<file path="config.mk">
export PLATFORM = sky130hd
export DESIGN_NAME = asram_ctrl
export DESIGN_NICKNAME = d
export VERILOG_FILES = /design/src/rtl/asram_pkg.sv /design/src/rtl/asram_phase_cnt.sv /design/src/rtl/asram_fsm.sv /design/src/rtl/asram_pins.sv /design/src/rtl/asram_ctrl.sv
export SDC_FILE = /design/constraint.sdc
export NUM_CORES = 1
export LEC_CHECK = 0
export BUFFER_PORTS_ARGS = -buffer_cell sky130_fd_sc_hd__buf_2
export CORE_ASPECT_RATIO = 1.75
export CORE_MARGIN = 4
export CORE_UTILIZATION = 48
export CTS_BUF_LIST = sky130_fd_sc_hd__clkbuf_8
export DETAILED_ROUTE_END_ITERATION = 10
export HOLD_SLACK_MARGIN = 0.08
export PLACE_DENSITY = 0.85
export RECOVER_POWER = 25
export SETUP_SLACK_MARGIN = 0.2
export SYNTH_ARGS = -nofsm -noshare
export SYNTH_HDL_FRONTEND = slang
export SYNTH_SLANG_ARGS = --single-unit
</file>
<file path="constraint.sdc">
create_clock -name clk -period 1.6 [get_ports clk]
set_input_delay 0.08 -clock clk [delete_from_list [all_inputs] [get_ports clk]]
set_output_delay 0.08 -clock clk [all_outputs]
set_load 0.01 [all_outputs]
</file>
<file path="src/rtl/asram_pkg.sv">
package asram_pkg;

  typedef enum logic [2:0] {
    ST_IDLE      = 3'd0,
    ST_RD_WAIT   = 3'd1,
    ST_RD_SAMPLE = 3'd2,
    ST_WR_SETUP  = 3'd3,
    ST_WR_PULSE  = 3'd4,
    ST_WR_RECOV  = 3'd5
  } ctl_state_e;

  function automatic int max3(input int a, input int b, input int c);
    int m;
    m = (a > b) ? a : b;
    return (m > c) ? m : c;
  endfunction

endpackage

</file>
<file path="src/rtl/asram_phase_cnt.sv">
module asram_phase_cnt #(
  parameter int CW = 2
) (
  input  logic          clk,
  input  logic          rst_n,
  input  logic          load,
  input  logic [CW-1:0] load_val,
  output logic          zero
);

  logic [CW-1:0] cnt_q;
  logic [CW-1:0] cnt_d;
  logic          cnt_en;

  always_comb begin
    cnt_en = load || (cnt_q != '0);
    cnt_d  = load ? load_val : (cnt_q - 1'b1);
  end

  always_ff @(posedge clk or negedge rst_n) begin
    if (!rst_n) begin
      cnt_q <= '0;
    end else if (cnt_en) begin
      cnt_q <= cnt_d;
    end
  end

  assign zero = (cnt_q == '0);

endmodule

</file>
<file path="src/rtl/asram_fsm.sv">
module asram_fsm
  import asram_pkg::*;
#(
  parameter int TACC_CYC = 1,
  parameter int TWP_CYC  = 1,
  parameter int TREC_CYC = 1,
  parameter int CW       = 2
) (
  input  logic          clk,
  input  logic          rst_n,
  input  logic          req_valid,
  input  logic          req_write,
  input  logic          cnt_zero,
  output ctl_state_e    state,
  output logic          cnt_load,
  output logic [CW-1:0] cnt_val,
  output logic          accept,
  output logic          strobe_fall,
  output logic          release_pins,
  output logic          sample,
  output logic          finish
);

  localparam logic [CW-1:0] ACC_LOAD = CW'(TACC_CYC - 1);
  localparam logic [CW-1:0] WP_LOAD  = CW'(TWP_CYC - 1);
  localparam logic [CW-1:0] REC_LOAD = CW'(TREC_CYC - 1);

  ctl_state_e state_q;
  ctl_state_e state_d;

  always_comb begin
    state_d      = state_q;
    cnt_load     = 1'b0;
    cnt_val      = '0;
    accept       = 1'b0;
    strobe_fall  = 1'b0;
    release_pins = 1'b0;
    sample       = 1'b0;
    finish       = 1'b0;
    unique case (state_q)
      ST_IDLE: begin
        if (req_valid) begin
          accept = 1'b1;
          if (req_write) begin
            state_d = ST_WR_SETUP;
          end else begin
            cnt_load = 1'b1;
            cnt_val  = ACC_LOAD;
            state_d  = ST_RD_WAIT;
          end
        end
      end
      ST_RD_WAIT: begin
        if (cnt_zero) state_d = ST_RD_SAMPLE;
      end
      ST_RD_SAMPLE: begin
        sample       = 1'b1;
        finish       = 1'b1;
        release_pins = 1'b1;
        state_d      = ST_IDLE;
      end
      ST_WR_SETUP: begin
        strobe_fall = 1'b1;
        cnt_load    = 1'b1;
        cnt_val     = WP_LOAD;
        state_d     = ST_WR_PULSE;
      end
      ST_WR_PULSE: begin
        if (cnt_zero) begin
          release_pins = 1'b1;
          cnt_load     = 1'b1;
          cnt_val      = REC_LOAD;
          state_d      = ST_WR_RECOV;
        end
      end
      ST_WR_RECOV: begin
        if (cnt_zero) begin
          finish  = 1'b1;
          state_d = ST_IDLE;
        end
      end
      default: state_d = ST_IDLE;
    endcase
  end

  always_ff @(posedge clk or negedge rst_n) begin
    if (!rst_n) begin
      state_q <= ST_IDLE;
    end else begin
      state_q <= state_d;
    end
  end

  assign state = state_q;


  rd_path_chk: assert property (@(posedge clk) disable iff (!rst_n)
    (state_q == ST_RD_SAMPLE) |-> $past(state_q == ST_RD_WAIT))
    else $error("read capture not preceded by access wait");

endmodule

</file>
<file path="src/rtl/asram_pins.sv">
module asram_pins #(
  parameter int AW      = 20,
  parameter int TWP_CYC = 1
) (
  input  logic          clk,
  input  logic          rst_n,
  input  logic          accept,
  input  logic          req_write,
  input  logic [AW-1:0] req_addr,
  input  logic          req_wdata,
  input  logic          strobe_fall,
  input  logic          release_pins,
  input  logic          sample,
  input  logic          finish,
  input  logic          mem_q,
  output logic [AW-1:0] mem_addr,
  output logic          mem_cs_n,
  output logic          mem_we_n,
  output logic          mem_d,
  output logic          rdata,
  output logic          done
);

  localparam int WCW = $clog2(TWP_CYC + 2);

  logic [AW-1:0] addr_q;
  logic          cs_n_q, we_n_q, d_q, rdata_q, done_q;
  logic          d_en, cs_en, we_en;

  always_comb begin
    d_en  = accept && req_write;
    cs_en = accept || release_pins;
    we_en = strobe_fall || release_pins;
  end

  always_ff @(posedge clk or negedge rst_n) begin
    if (!rst_n) begin
      addr_q <= '0;
    end else if (accept) begin
      addr_q <= req_addr;
    end
  end

  always_ff @(posedge clk or negedge rst_n) begin
    if (!rst_n) begin
      d_q <= 1'b0;
    end else if (d_en) begin
      d_q <= req_wdata;
    end
  end

  always_ff @(posedge clk or negedge rst_n) begin
    if (!rst_n) begin
      cs_n_q <= 1'b1;
    end else if (cs_en) begin
      cs_n_q <= !accept;
    end
  end

  always_ff @(posedge clk or negedge rst_n) begin
    if (!rst_n) begin
      we_n_q <= 1'b1;
    end else if (we_en) begin
      we_n_q <= !strobe_fall;
    end
  end

  always_ff @(posedge clk or negedge rst_n) begin
    if (!rst_n) begin
      rdata_q <= 1'b0;
    end else if (sample) begin
      rdata_q <= mem_q;
    end
  end

  always_ff @(posedge clk or negedge rst_n) begin
    if (!rst_n) begin
      done_q <= 1'b0;
    end else begin
      done_q <= finish;
    end
  end

  assign mem_addr = addr_q;
  assign mem_cs_n = cs_n_q;
  assign mem_we_n = we_n_q;
  assign mem_d    = d_q;
  assign rdata    = rdata_q;
  assign done     = done_q;

  logic [WCW-1:0] we_low_cnt;
  always_ff @(posedge clk or negedge rst_n) begin
    if (!rst_n) begin
      we_low_cnt <= '0;
    end else if (!we_n_q) begin
      we_low_cnt <= we_low_cnt + 1'b1;
    end else begin
      we_low_cnt <= '0;
    end
  end


  strobe_in_select_chk: assert property (@(posedge clk) disable iff (!rst_n)
    !mem_we_n |-> !mem_cs_n)
    else $error("write strobe low while deselected");


  strobe_setup_chk: assert property (@(posedge clk) disable iff (!rst_n)
    $fell(mem_we_n) |-> $past(!mem_cs_n))
    else $error("strobe fell without select already low");


  pins_stable_chk: assert property (@(posedge clk) disable iff (!rst_n)
    (!mem_cs_n && $past(!mem_cs_n)) |-> ($stable(mem_addr) && $stable(mem_d)))
    else $error("address or data moved during select");


  pulse_width_chk: assert property (@(posedge clk) disable iff (!rst_n)
    $rose(mem_we_n) |-> (we_low_cnt == WCW'(TWP_CYC)))
    else $error("write strobe width wrong");


  joint_release_chk: assert property (@(posedge clk) disable iff (!rst_n)
    $rose(mem_we_n) |-> $rose(mem_cs_n))
    else $error("strobe and select did not rise together");


  done_pulse_chk: assert property (@(posedge clk) disable iff (!rst_n)
    done |=> !done)
    else $error("done wider than one cycle");


  rdata_source_chk: assert property (@(posedge clk) disable iff (!rst_n)
    !$stable(rdata) |-> $past(!mem_cs_n && mem_we_n))
    else $error("read bit changed outside a read");

endmodule

</file>
<file path="src/rtl/asram_ctrl.sv">
module asram_ctrl
  import asram_pkg::*;
#(
  parameter int AW       = 20,
  parameter int TACC_CYC = 1,
  parameter int TWP_CYC  = 1,
  parameter int TREC_CYC = 1
) (
  input  logic          clk,
  input  logic          rst_n,
  input  logic          req_valid,
  input  logic          req_write,
  input  logic [AW-1:0] req_addr,
  input  logic          req_wdata,
  output logic          req_ready,
  output logic          rsp_done,
  output logic          rsp_rdata,
  output logic [AW-1:0] mem_addr,
  output logic          mem_cs_n,
  output logic          mem_we_n,
  output logic          mem_d,
  input  logic          mem_q
);

  localparam int MAXC = max3(TACC_CYC, TWP_CYC, TREC_CYC);
  localparam int CW   = (MAXC < 2) ? 1 : $clog2(MAXC);

  ctl_state_e    state;
  logic          cnt_load, cnt_zero;
  logic [CW-1:0] cnt_val;
  logic          accept, strobe_fall, release_pins, sample, finish;

  asram_fsm #(
    .TACC_CYC (TACC_CYC),
    .TWP_CYC  (TWP_CYC),
    .TREC_CYC (TREC_CYC),
    .CW       (CW)
  ) u_fsm (
    .clk          (clk),
    .rst_n        (rst_n),
    .req_valid    (req_valid),
    .req_write    (req_write),
    .cnt_zero     (cnt_zero),
    .state        (state),
    .cnt_load     (cnt_load),
    .cnt_val      (cnt_val),
    .accept       (accept),
    .strobe_fall  (strobe_fall),
    .release_pins (release_pins),
    .sample       (sample),
    .finish       (finish)
  );

  asram_phase_cnt #(.CW(CW)) u_cnt (
    .clk      (clk),
    .rst_n    (rst_n),
    .load     (cnt_load),
    .load_val (cnt_val),
    .zero     (cnt_zero)
  );

  asram_pins #(.AW(AW), .TWP_CYC(TWP_CYC)) u_pins (
    .clk          (clk),
    .rst_n        (rst_n),
    .accept       (accept),
    .req_write    (req_write),
    .req_addr     (req_addr),
    .req_wdata    (req_wdata),
    .strobe_fall  (strobe_fall),
    .release_pins (release_pins),
    .sample       (sample),
    .finish       (finish),
    .mem_q        (mem_q),
    .mem_addr     (mem_addr),
    .mem_cs_n     (mem_cs_n),
    .mem_we_n     (mem_we_n),
    .mem_d        (mem_d),
    .rdata        (rsp_rdata),
    .done         (rsp_done)
  );

  assign req_ready = (state == ST_IDLE);


  busy_hold_chk: assert property (@(posedge clk) disable iff (!rst_n)
    !req_ready |=> $stable(mem_addr))
    else $error("address reloaded while busy");


  done_released_chk: assert property (@(posedge clk) disable iff (!rst_n)
    rsp_done |-> (mem_cs_n && mem_we_n))
    else $error("done raised with memory still selected");

endmodule

</file>
Word level (Yosys, flattened, before mapping)

Index checks and enable logic that the tools add are counted.

Register bits: 29
Bits of input ports: 26
Output and inout bits: 26

$add $sub $neg: 1
Equality and inequality tests: 9
Mux-type cells: 17
Reductions and logical operators: 8

Operator list:

| kind                | count |
|---|---|
| $pmux 3 s5          | 1 |
| $mux 3              | 4 |
| $mux 1              | 8 |
| $ne 2x2->1 const B  | 4 |
| $eq 3x2->1 const B  | 2 |
| $eq 3x3->1 const B  | 2 |
| $pmux 1 s2          | 2 |
| $reduce_and 4->1    | 1 |
| $eq 3x1->1 const B  | 1 |
| $logic_not 3->1     | 1 |
| $logic_or 1x1->1    | 3 |
| $pmux 1 s3          | 1 |
| $logic_not 1->1     | 2 |
| $mux 2              | 1 |
| $logic_and 1x1->1   | 1 |
| $sub 1x1->1 const B | 1 |

Depth between registers and ports, before layout

Gate-level depths: netlist of the first run.

Depth after elaboration: 4
Depth in mapped cells: 4
Mapped depth without buffers: 3

By module

Synthesis of the first run repeated with hierarchy kept, for this count alone.

Cells, all modules: 85
Area, all modules: 1271.2 um2

By module, submodules not included:

| module          | times used | cells an instance | area an instance (um2) | seq. area each (um2) |
|---|---|---|---|---|
| asram_pins      | 1          | 54                | 988.4                  | 628.1 |
| asram_fsm       | 1          | 27                | 237.7                  | 75.1 |
| asram_phase_cnt | 1          | 3                 | 35.0                   | 25.0 |
| asram_ctrl      | 1          | 1                 | 10.0                   | 0.0 |

Worst setup path after synthesis of the first run

Ideal clock, no wire load.

Kind: register to register
Start point: register u_fsm.state_q[2] (netlist: u_fsm.state[2])
End point: register u_pins.addr_q[0] (netlist: u_pins.mem_addr[0])
Setup time: 0.128 ns
Data arrival time: 1.302 ns
Setup slack: 0.171 ns
Stages on the path, launching flop included: 5
Buffers on the path: 2
Clock period less this slack: 1.429 ns
Cell sequence: dfrtp_1 -> buf_6 -> nor4b_4 -> buf_4 -> mux2_1

Word-level cells in the longest chain between the ends: 2

RTL lines:

| what                   | line             | RTL |
|---|---|---|
| from (decl)            | asram_fsm.sv:28  | `ctl_state_e state_q;` |
| from (signal assigned) | asram_fsm.sv:90  | `state_q <= state_d;` |
| $logic_not 3->1        | asram_fsm.sv:40  | `unique case (state_q)` |
| $mux 1                 | asram_fsm.sv:40  |  |
| to (signal assigned)   | asram_pins.sv:40 | `addr_q <= req_addr;` |
| to (decl)              | asram_pins.sv:26 | `logic [AW-1:0] addr_q;` |

Every way passes these cells.
A chain may end at the register's enable or synchronous reset.

Final worst setup path of the first run

Start point: register u_fsm.state_q[0] (netlist: u_fsm.state[0])
End point: register u_pins.addr_q[17] (netlist: u_pins.mem_addr[17])

The elaborated chain is that of the path after synthesis.

==> metrics.cfg, run 1 <==
[placement]
port_buffers = 51
gp_congestion = 0.664
dpl.hpwl_mm = 1.78
place_inst = 155

[clocking]
clock-sinks = 29
clockBufferDepth = 2
numCtsBuffers = 5
htree_levels = 2
clkTransAtPathRegs_ns = 0.05
clkLatencyLatePin_ns = 0.28
root_buffer = clkbuf_8
cts_tree = built

[setup_path]
critical_path_arrival_ns = 1.71
criticalPathCategory = register to register
end_kind = register
worst-path-max-fanout = 10
critPathRequiredTime_ns = 1.76
startpoint_type = register

[power_and_ir_drop]
powerDensity_nw_per_um2 = 1880
power_mw = 3.62
power.leakage_nw = 0.974
ir_worst_vdd_mv = 1.20

[hold_path]
min_path_type = primary input to register

[routing]
wirelength_mm = 3.17
vias = 983
drt_iter0_markers = 13
routed_via_density = 5.02
ant_nets = 0
drc_errors = 0
drt-pass1-iter-count = 4
wl_per_cell_microns = 16.2

[final_layout]
num-nets-final = 196
mostFrequentLayoutCell = buf_2
final_core_util_pct = 83.5
num_antenna_cells = 0
post_route_cells_drive_above_1_share_pct = 53.2
instances_no_fill = 196
final_cell_mix = 50 x buf_2, 26 x dfrtp_1, 23 x dlygate4sd3_1, 15 x mux2_4, 8 x buf_4
area_growth_pct = 66.7

[logic_synthesis]
ys_types = 20
synth_top_cell_area_share_pct = 58.6
syn-cell-area_sq_um = 1150
synth_fa_ha_area_share_pct = 0
synth.area.top_cells = dfrtp_1 59%, mux2_1 20%, dfstp_2 4.6%
syn_inst = 79
yosys_warnings = 0
synth_seq_cells = 29
synth_top_area_cell = dfrtp_1
postSynthNetCount = 105
seq_area_frac_synth_pct = 63.1
synth_top_family_by_area = multiplexers
avgSynthCellArea_sq_um = 14.6
synthXorXnorAreaFrac_pct = 0
synthMuxAreaShare_pct = 21.8
synthSimpleGateAreaFrac_pct = 7.38
synth_compound_area_share_pct = 4.12

[die]
rows = 23
io_pins = 52
core_area_sq_um = 2300
initial_core_util_pct = 50.1
die-width_microns = 45.1
dieArea_sq_um = 3280
die_h_microns = 72.9

[sta]
slew_headroom_pct = 54.6
min_period_ns = 1.55
setup_viol = 0
skew_ns = 0.00426
maxSlewViolCount = 0
worst_pin_slew_ns = 0.681
fmax_mhz = 646
hold_viol = 0
rsz0062_at_grt = true
post-route-period-util_pct = 96.7

[global_routing]
grt_pass1_wl_mm = 4.73
antenna_found_initial = 0
grt_max_degree = 30
grt_pass1_vias = 1031
grtUsageTotal_pct = 20.7
grt_overflow = 0

[flow_run]
cap_violations = 0

[outcome]
status = completed

cell families after synthesis:
| group | after synthesis |
|---|---|
| buffers and inverters | 6 |
| flip-flops | 29 |
| other | 1 |
| AO/OA/AOI/OAI | 8 |
| AND/OR/NAND/NOR | 13 |
| multiplexers | 22 |
synthesized netlist by cell type:
cell      instances
nand3_1           2
inv_1             2
mux2_1           21
o31ai_1           1
a31oi_1           1
mux2_4            1
nor2b_1           1
dfrtp_1          27
o21ai_0           4
or3_4             1
dfstp_2           2
o22ai_1           1
nor4b_4           1
nand2_1           5
conb_1            1
buf_6             1
a211oi_1          1
nor3_1            3
inv_2             1
buf_4             2
where the power goes:
group	total, mW	switching, mW	internal, mW	leakage (nW)
Clock	0.541	0.253	0.288	0.0519
Combinational	1.74	0.741	0.998	0.580
Sequential	1.34	0.223	1.12	0.342
critical path, stage by stage (launching register included):
cell	delay (ns)
dfrtp_2	0.44
nor4b_4	0.34
buf_4	0.19
buf_12	0.13
mux2_1	0.33
area by class of cell:
type | instances | area [sq um]
sequential | 29 | 729
timing repair buffer | 87 | 628
multi-input combinational | 44 | 443
fill | 121 | 379
clock buffer | 5 | 68.8
tap | 25 | 31.3
clock inverter | 3 | 11.3
inverter | 3 | 11.3
flip-flops by register name, summed over array words and instances (netlist names):
register / cells
u_fsm.state: 3
u_pins.mem_addr: 20
u_pins.rdata: 1
u_pins.mem_we_n: 1
u_pins.done: 1
u_pins.mem_cs_n: 1
u_cnt.cnt_q: 1
u_pins.mem_d: 1
final timing paths:
path | startpoint | endpoint | slack (ns) | cells after the start
max reg2reg | u_fsm.state[0] | u_pins.mem_addr[17] | 0.05 | 4
min in group asynchronous | rst_n | u_pins.rdata | 0.36 | 2
max | u_fsm.state[0] | u_pins.mem_addr[17] | 0.05 | 4
min | req_write | u_pins.mem_d | 0.14 | 3
min reg2reg | u_pins.mem_addr[10] | u_pins.mem_addr[10] | 0.49 | 1
max in group asynchronous | rst_n | u_fsm.state[0] | 0.76 | 2
through the flow:
stage	area, sq um	hold slack, ns	setup WS (ns)	TNS [ns]
6_report	1920	0.138	0.0528	0
5_1_grt	1920	0.130	-0.00491	-0.0132
4_1_cts	1830	0.138	0.149	0
3_5_place_dp	1450	0.134	0.0814	0
3_3_place_gp	1450	0.116	0.149	0
2_1_floorplan	1160	-0.216	0.201	0
metal layers:
layer | GRT usage, % | vias to the layer above | part of all wire (%)
met3 | 7.41 | 7 | 4.8
met5 | 0 | - | 0
met2 | 34.7 | 29 | 55
li1 | - | 458 | -
met4 | 8.79 | 0 | 2.3
met1 | 22.9 | 489 | 38
repair_timing:
item | in CTS | in global routing
setup endpoints to repair | 22 | 22
hold buffers | 23 | 0
endpoints found under the hold margin | 49 | 0
gates cloned | 1 | 1
resized for setup | 4 | 15
buffers inserted | 3 | 5
pin swaps | 1 | 2
No activity file was read; power rests on OpenSTA's default activity.
==> inputs of run 2 (changes only) <==
--- a/config.mk
+++ b/config.mk
@@ -5,10 +5,10 @@
 export SDC_FILE = /design/constraint.sdc
 export NUM_CORES = 1
 export LEC_CHECK = 0
+export ABC_AREA = 1
 export BUFFER_PORTS_ARGS = -buffer_cell sky130_fd_sc_hd__buf_2
 export CORE_ASPECT_RATIO = 1.75
-export CORE_MARGIN = 4
-export CORE_UTILIZATION = 48
+export CORE_UTILIZATION = 50
 export CTS_BUF_LIST = sky130_fd_sc_hd__clkbuf_8
 export DETAILED_ROUTE_END_ITERATION = 10
 export HOLD_SLACK_MARGIN = 0.08
@@ -17,4 +17,5 @@
 export SETUP_SLACK_MARGIN = 0.2
 export SYNTH_ARGS = -nofsm -noshare
 export SYNTH_HDL_FRONTEND = slang
+export SYNTH_HIERARCHICAL = 1
 export SYNTH_SLANG_ARGS = --single-unit
==> run 2 against run 1 <==
  * Synthesized area grew 22%
  * Routed wire length grew 7.3%
  * First-iteration DRC count grew to 3.5 times the previous value
  * Cell count grew 31%
  * Maximum frequency grew 15%
  * Via count grew 27%
  * Utilization shrank 8.6 points
==> metrics.cfg, run 2 <==
[final_layout]
area_growth_pct = 43.2
largest_reg_flops = 20
instances_no_fill = 256
mostFrequentLayoutCell = buf_2
num-nets-final = 254
final_cell_mix = 49 x buf_2, 31 x nand2_1, 30 x inv_1, 27 x dfrtp_1, 24 x dlygate4sd3_1
post_route_cells_drive_above_1_share_pct = 41.9
stdcell_area_sq_um = 2020
num_antenna_cells = 0

[global_routing]
use_met3_pct = 6.22
antenna_found_initial = 0
grtUsageMet2_pct = 41.7
grt_overflow = 0
grt.met1_usage_pct = 24.4
grt_pass1_vias = 1222
grtUsageTotal_pct = 23.1
top_usage_layer = met2
grt_pass1_wl_mm = 5.22
grt_max_degree = 44

[routing]
drt_iter0_markers = 45
routed_via_density = 4.87
wl_per_cell_microns = 13.3
drc_errors = 0
wirelength_mm = 3.40
drt-pass1-iter-count = 4
vias = 1247
ant_nets = 0

[logic_synthesis]
avgSynthCellArea_sq_um = 9.46
seq_area_frac_synth_pct = 51.7
synth.area.top_cells = dfrtp_1 48%, o21ai_2 11%, nand2_1 8.3%
postSynthNetCount = 175
yosys_warnings = 6
ys.flop_type = dfrtp_1
async_flop_share_pct = 100
syn-cell-area_sq_um = 1410
synth_edf_count = 0
synth_seq_cells = 29
synth.most_common_cell = nand2_1
syn_inst = 149
ys_types = 22
synth_top_cell_area_share_pct = 48.0
synth_top_area_cell = dfrtp_1
synth_common_cells = 31 x nand2_1, 30 x inv_1, 27 x dfrtp_1, 18 x o21ai_2

[flow_run]
cap_violations = 0

[sta]
rsz0062_at_grt = false
tns_ns = 0
post-route-period-util_pct = 84.0
setup_viol = 0
setup_ws_ns = 0.256
hold_viol = 0
worst_pin_slew_ns = 0.704
skew_ns = 0.00332
fmax_mhz = 744
slew_headroom_pct = 53.1
min_period_ns = 1.34
holdWs_ns = 0.379
maxSlewViolCount = 0

[setup_path]
r2r-end = u_pins/mem_addr[8]
critical_path_arrival_ns = 1.56
critPathRequiredTime_ns = 1.81
criticalPathCategory = register to register
crit_path_start = u_fsm/state[2]
worst-path-max-fanout = 21
cp-endpoint = u_pins/mem_addr[8]
crit-reg2reg-launch = u_fsm/state[2]
r2r_slack_ns = 0.26
startpoint_type = register
r2r_cells = 4
end_kind = register

[power_and_ir_drop]
powerDensity_nw_per_um2 = 1810
ir_worst_vdd_mv = 1.19
power.leakage_nw = 1.06

[die]
dieArea_sq_um = 3040
io_pins = 52
core_area_sq_um = 2690
rows = 25
die_h_microns = 72.2
die-width_microns = 42.1
initial_core_util_pct = 52.4

[placement]
pre_cts_ws_ns = 0.270
dpl.hpwl_mm = 1.93
place_inst = 223
port_buffers = 51
gp_congestion = 0.795
placed_cell_area_sq_um = 1650

[clocking]
clkTransAtPathRegs_ns = 0.06
clock-sinks = 29
clockBufferDepth = 2
htree_levels = 2
numCtsBuffers = 5
root_buffer = clkbuf_8
cts_tree = built
clkLatencyLatePin_ns = 0.28

[hold_path]
min_path_type = primary input to asynchronous set/reset pin

[outcome]
status = completed

## run 2: changes by cell type in the layout (fill, tap and decap cells not counted), moves of 3 or more
cell / delta
mux2_4: -15
o21ai_2: +18
inv_1: +25
nand3_2: +3
nor3_1: -3
buf_4: -5
nand2_1: +27
nand3_1: +3
nor2_1: +5
mux2_1: -7
## run 2: kinds of logic (layout without fill, tap and decap cells)
group,after synthesis,after routing,share of synthesized area (%)
compound gates,26,26,14.0
buf+inv,40,120,15.3
flops,29,29,51.7
other cells,1,1,0.266
simple gates,53,53,18.7
## run 2: layer usage
layer,vias up,wire length (microns)
li1,609,-
met1,582,1230
met2,46,1890
met3,10,182
met4,0,90
met5,-,0
## run 2: how the worst min path moves through the flow
| stage | start | to | slack (ns) |
|---|---|---|---|
| 6_report | rst_n | u_pins/mem_addr[16] | 0.38 |
| 5_1_grt | req_valid | u_fsm/state[1] | 0.40 |
| 4_1_cts | req_valid | u_fsm/state[1] | 0.30 |
| 3_5_place_dp | rst_n | u_pins/mem_addr[16] | 0.13 |
| 3_3_place_gp | rst_n | u_pins/mem_addr[0] | 0.13 |
| 2_1_floorplan | rst_n | u_cnt/cnt_q | -0.22 |
## run 2: power breakdown
| group | switching (mW) | internal, mW |
|---|---|---|
| registers | 0.190 | 1.10 |
| logic | 1.01 | 0.702 |
| clock network | 0.267 | 0.388 |
| total | 1.46 | 2.19 |
## run 2: stage by stage
stage	total power, mW	utilization [%]
floorplan	2.41	-
global placement	2.81	61.4
detailed placement	2.87	61.4
CTS	3.58	74.1
global route	3.91	75.0
finish	3.65	75.0
## run 2: worst max-delay path, stage by stage (launching register included)
cell and delay (ns):
dfrtp_1 0.41, nor4_4 0.39, buf_6 0.30, nand2_1 0.10
o21ai_2 0.07
## run 2: area by class of cell
cell class | count | area (sq um)
clock buffer | 7 | 96.3
clock inverter | 1 | 5.00
fill | 174 | 673
inverter | 32 | 120
multi-input combinational | 80 | 480
sequential | 29 | 728
tap | 27 | 33.8
timing repair buffer | 80 | 553
## run 2: timing repair
| item | in CTS | in global routing |
|---|---|---|
| hold buffers | 24 | 0 |
| buffers inserted | 0 | 0 |
| hold endpoints to repair | 49 | 0 |
| setup endpoints to repair | 0 | 2 |
| gates resized for setup | 0 | 3 |
==> inputs of run 3 (changes only) <==
==> constraint.sdc (replaced) <==
create_clock -name clk -period 1.3 [get_ports clk]
set_input_delay 0.065 -clock clk [delete_from_list [all_inputs] [get_ports clk]]
set_output_delay 0.065 -clock clk [all_outputs]
set_load 0.01 [all_outputs]
==> run 3 against run 2 <==
  * Cell count up 5.1%
  * Combinational power grew 57%
  * Total power is 38% higher
  * Sequential power rose by 26%
  * Count of clock-buffer cells in the layout shrank 1
  * Clock power up 13%
  * Global-route usage grew 1.2 points
  * First-iteration DRC count increased by 18%
  * Register-to-register slack worse by 0.25 ns
  * Sequential share of layout area shrank 3.2 points
  * Worst setup slack worse by 0.25 ns
  * Critical path type unchanged
  * Critical endpoint is now u_pins/mem_addr[4]
  * Largest cell class unchanged
  * Largest power group unchanged
==> metrics.cfg, run 3 (synthesis gave the netlist of run 2 again) <==
[outcome]
status = completed

[global_routing]
antenna_found_initial = 0
grtUsageTotal_pct = 24.3
grt_overflow = 0
grt_pass1_vias = 1241
grt_max_degree = 30
grt_pass1_wl_mm = 5.53

[sta]
slew_headroom_pct = 52.6
hold_viol = 0
min_period_ns = 1.30
post-route-period-util_pct = 99.8
worst_pin_slew_ns = 0.711
maxSlewViolCount = 0
setup_viol = 0
fmax_mhz = 771
setup_ws_ns = 0.00292
skew_ns = 0.00421
rsz0062_at_grt = true

[hold_path]
min_path_type = primary input to register

[placement]
dpl.hpwl_mm = 1.90
gp_congestion = 0.843
place_inst = 224
port_buffers = 51
placed_cell_area_sq_um = 1670
pre_cts_ws_ns = -0.00555

[die]
io_pins = 52
initial_core_util_pct = 52.4
dieArea_sq_um = 3040
die_h_microns = 72.2
die-width_microns = 42.1
rows = 25
core_area_sq_um = 2690

[final_layout]
fillerInstances = 173
mostFrequentLayoutCell = buf_2
stdcell_area_sq_um = 2220
post_route_cells_drive_above_1_share_pct = 45.0
instances_no_fill = 269
final_cell_mix = 32 x buf_2, 31 x inv_1, 26 x dfrtp_1, 24 x dlygate4sd3_1
largest_reg_flops = 20
num_antenna_cells = 0
final_core_util_pct = 82.4
area_growth_pct = 57.4
num-nets-final = 267

[setup_path]
end_kind = register
criticalPathCategory = register to register
startpoint_type = register
critical_path_arrival_ns = 1.46
worst-path-max-fanout = 10
critPathRequiredTime_ns = 1.46
r2r_slack_ns = 0.003

[clocking]
clkLatencyLatePin_ns = 0.28
clockBufferDepth = 2
numCtsBuffers = 5
clock-sinks = 29
cts_tree = built
clkTransAtPathRegs_ns = 0.06
root_buffer = clkbuf_8
htree_levels = 2

[power_and_ir_drop]
p_sw_mw = 2.07
clkPwrFrac_pct = 14.6
combPwrFrac_pct = 53.2
power.leakage_nw = 1.11
swShare_pct = 41.0
power_frac_seq_pct = 32.2
p_int_mw = 2.98
powerDensity_nw_per_um2 = 2280
ir_worst_vdd_mv = 1.64
power_mw = 5.05

[routing]
ant_nets = 0
drt_iter0_markers = 53
drt-pass1-iter-count = 4
vias = 1329
routed_via_density = 4.94
drc_errors = 0
wirelength_mm = 4.03
wl_per_cell_microns = 15.0

[flow_run]
cap_violations = 0

[run 3: worst paths after layout]
path	from	end	depth (start not counted)
setup / recovery	u_fsm/state[1]	u_pins/mem_addr[4]	4
hold / removal	req_valid	u_fsm/state[1]	5
setup reg to reg	u_fsm/state[1]	u_pins/mem_addr[4]	4
hold reg to reg	u_pins/mem_d	u_pins/mem_d	2
max in group asynchronous	rst_n	u_fsm/state[1]	2
min in group asynchronous	rst_n	u_pins/mem_addr[6]	2
[run 3: final cells by class]
class	instances	area [sq um]	area share, %
well taps	27	33.8	1.52
repair buffers	93	697	31.4
multi-input cells	80	544	24.5
clock buffers	6	82.6	3.72
clock inverters	2	7.51	0.339
inverters	32	123	5.53
flip-flops and latches	29	729	32.9
[run 3: critical path: stages (launching register included)]
cell	delay, ns
dfrtp_2	0.43
nor4_4	0.31
buf_4	0.21
buf_8	0.16
o21ai_2	0.06
[run 3: metal layers]
metal / GRT usage, % / vias up / share of wire [%]
li1: - / 638 / -
met1: 27.9 / 639 / 35
met2: 42.9 / 41 / 59
met3: 6.47 / 11 / 3.6
met4: 9.38 / 0 / 2.8
met5: 0 / - / 0
[run 3: per-stage QoR]
stage,TNS (ns),hold WS [ns]
4_1_cts,0,0.274
2_1_floorplan,0,-0.231
3_5_place_dp,-0.00555,0.129
5_1_grt,-0.160,0.350
6_report,0,0.348
3_3_place_gp,0,0.131
[run 3: power groups by stage]
stage	clock (mW)	sequential (mW)	combinational, mW
2_1_floorplan	0	1.78	1.26
3_3_place_gp	0	1.59	1.95
3_5_place_dp	0	1.59	2.00
4_1_cts	0.754	1.59	2.35
5_1_grt	0.793	1.68	2.89
6_report	0.737	1.63	2.68
[run 3: what timing repair did]
action | CTS | global route
resized for setup | 11 | 19
pin swaps | 11 | 13
hold buffers | 24 | 0
setup endpoints to repair | 28 | 29
endpoints found under the hold margin | 49 | 0
gates cloned | 1 | 4
buffers inserted | 5 | 3
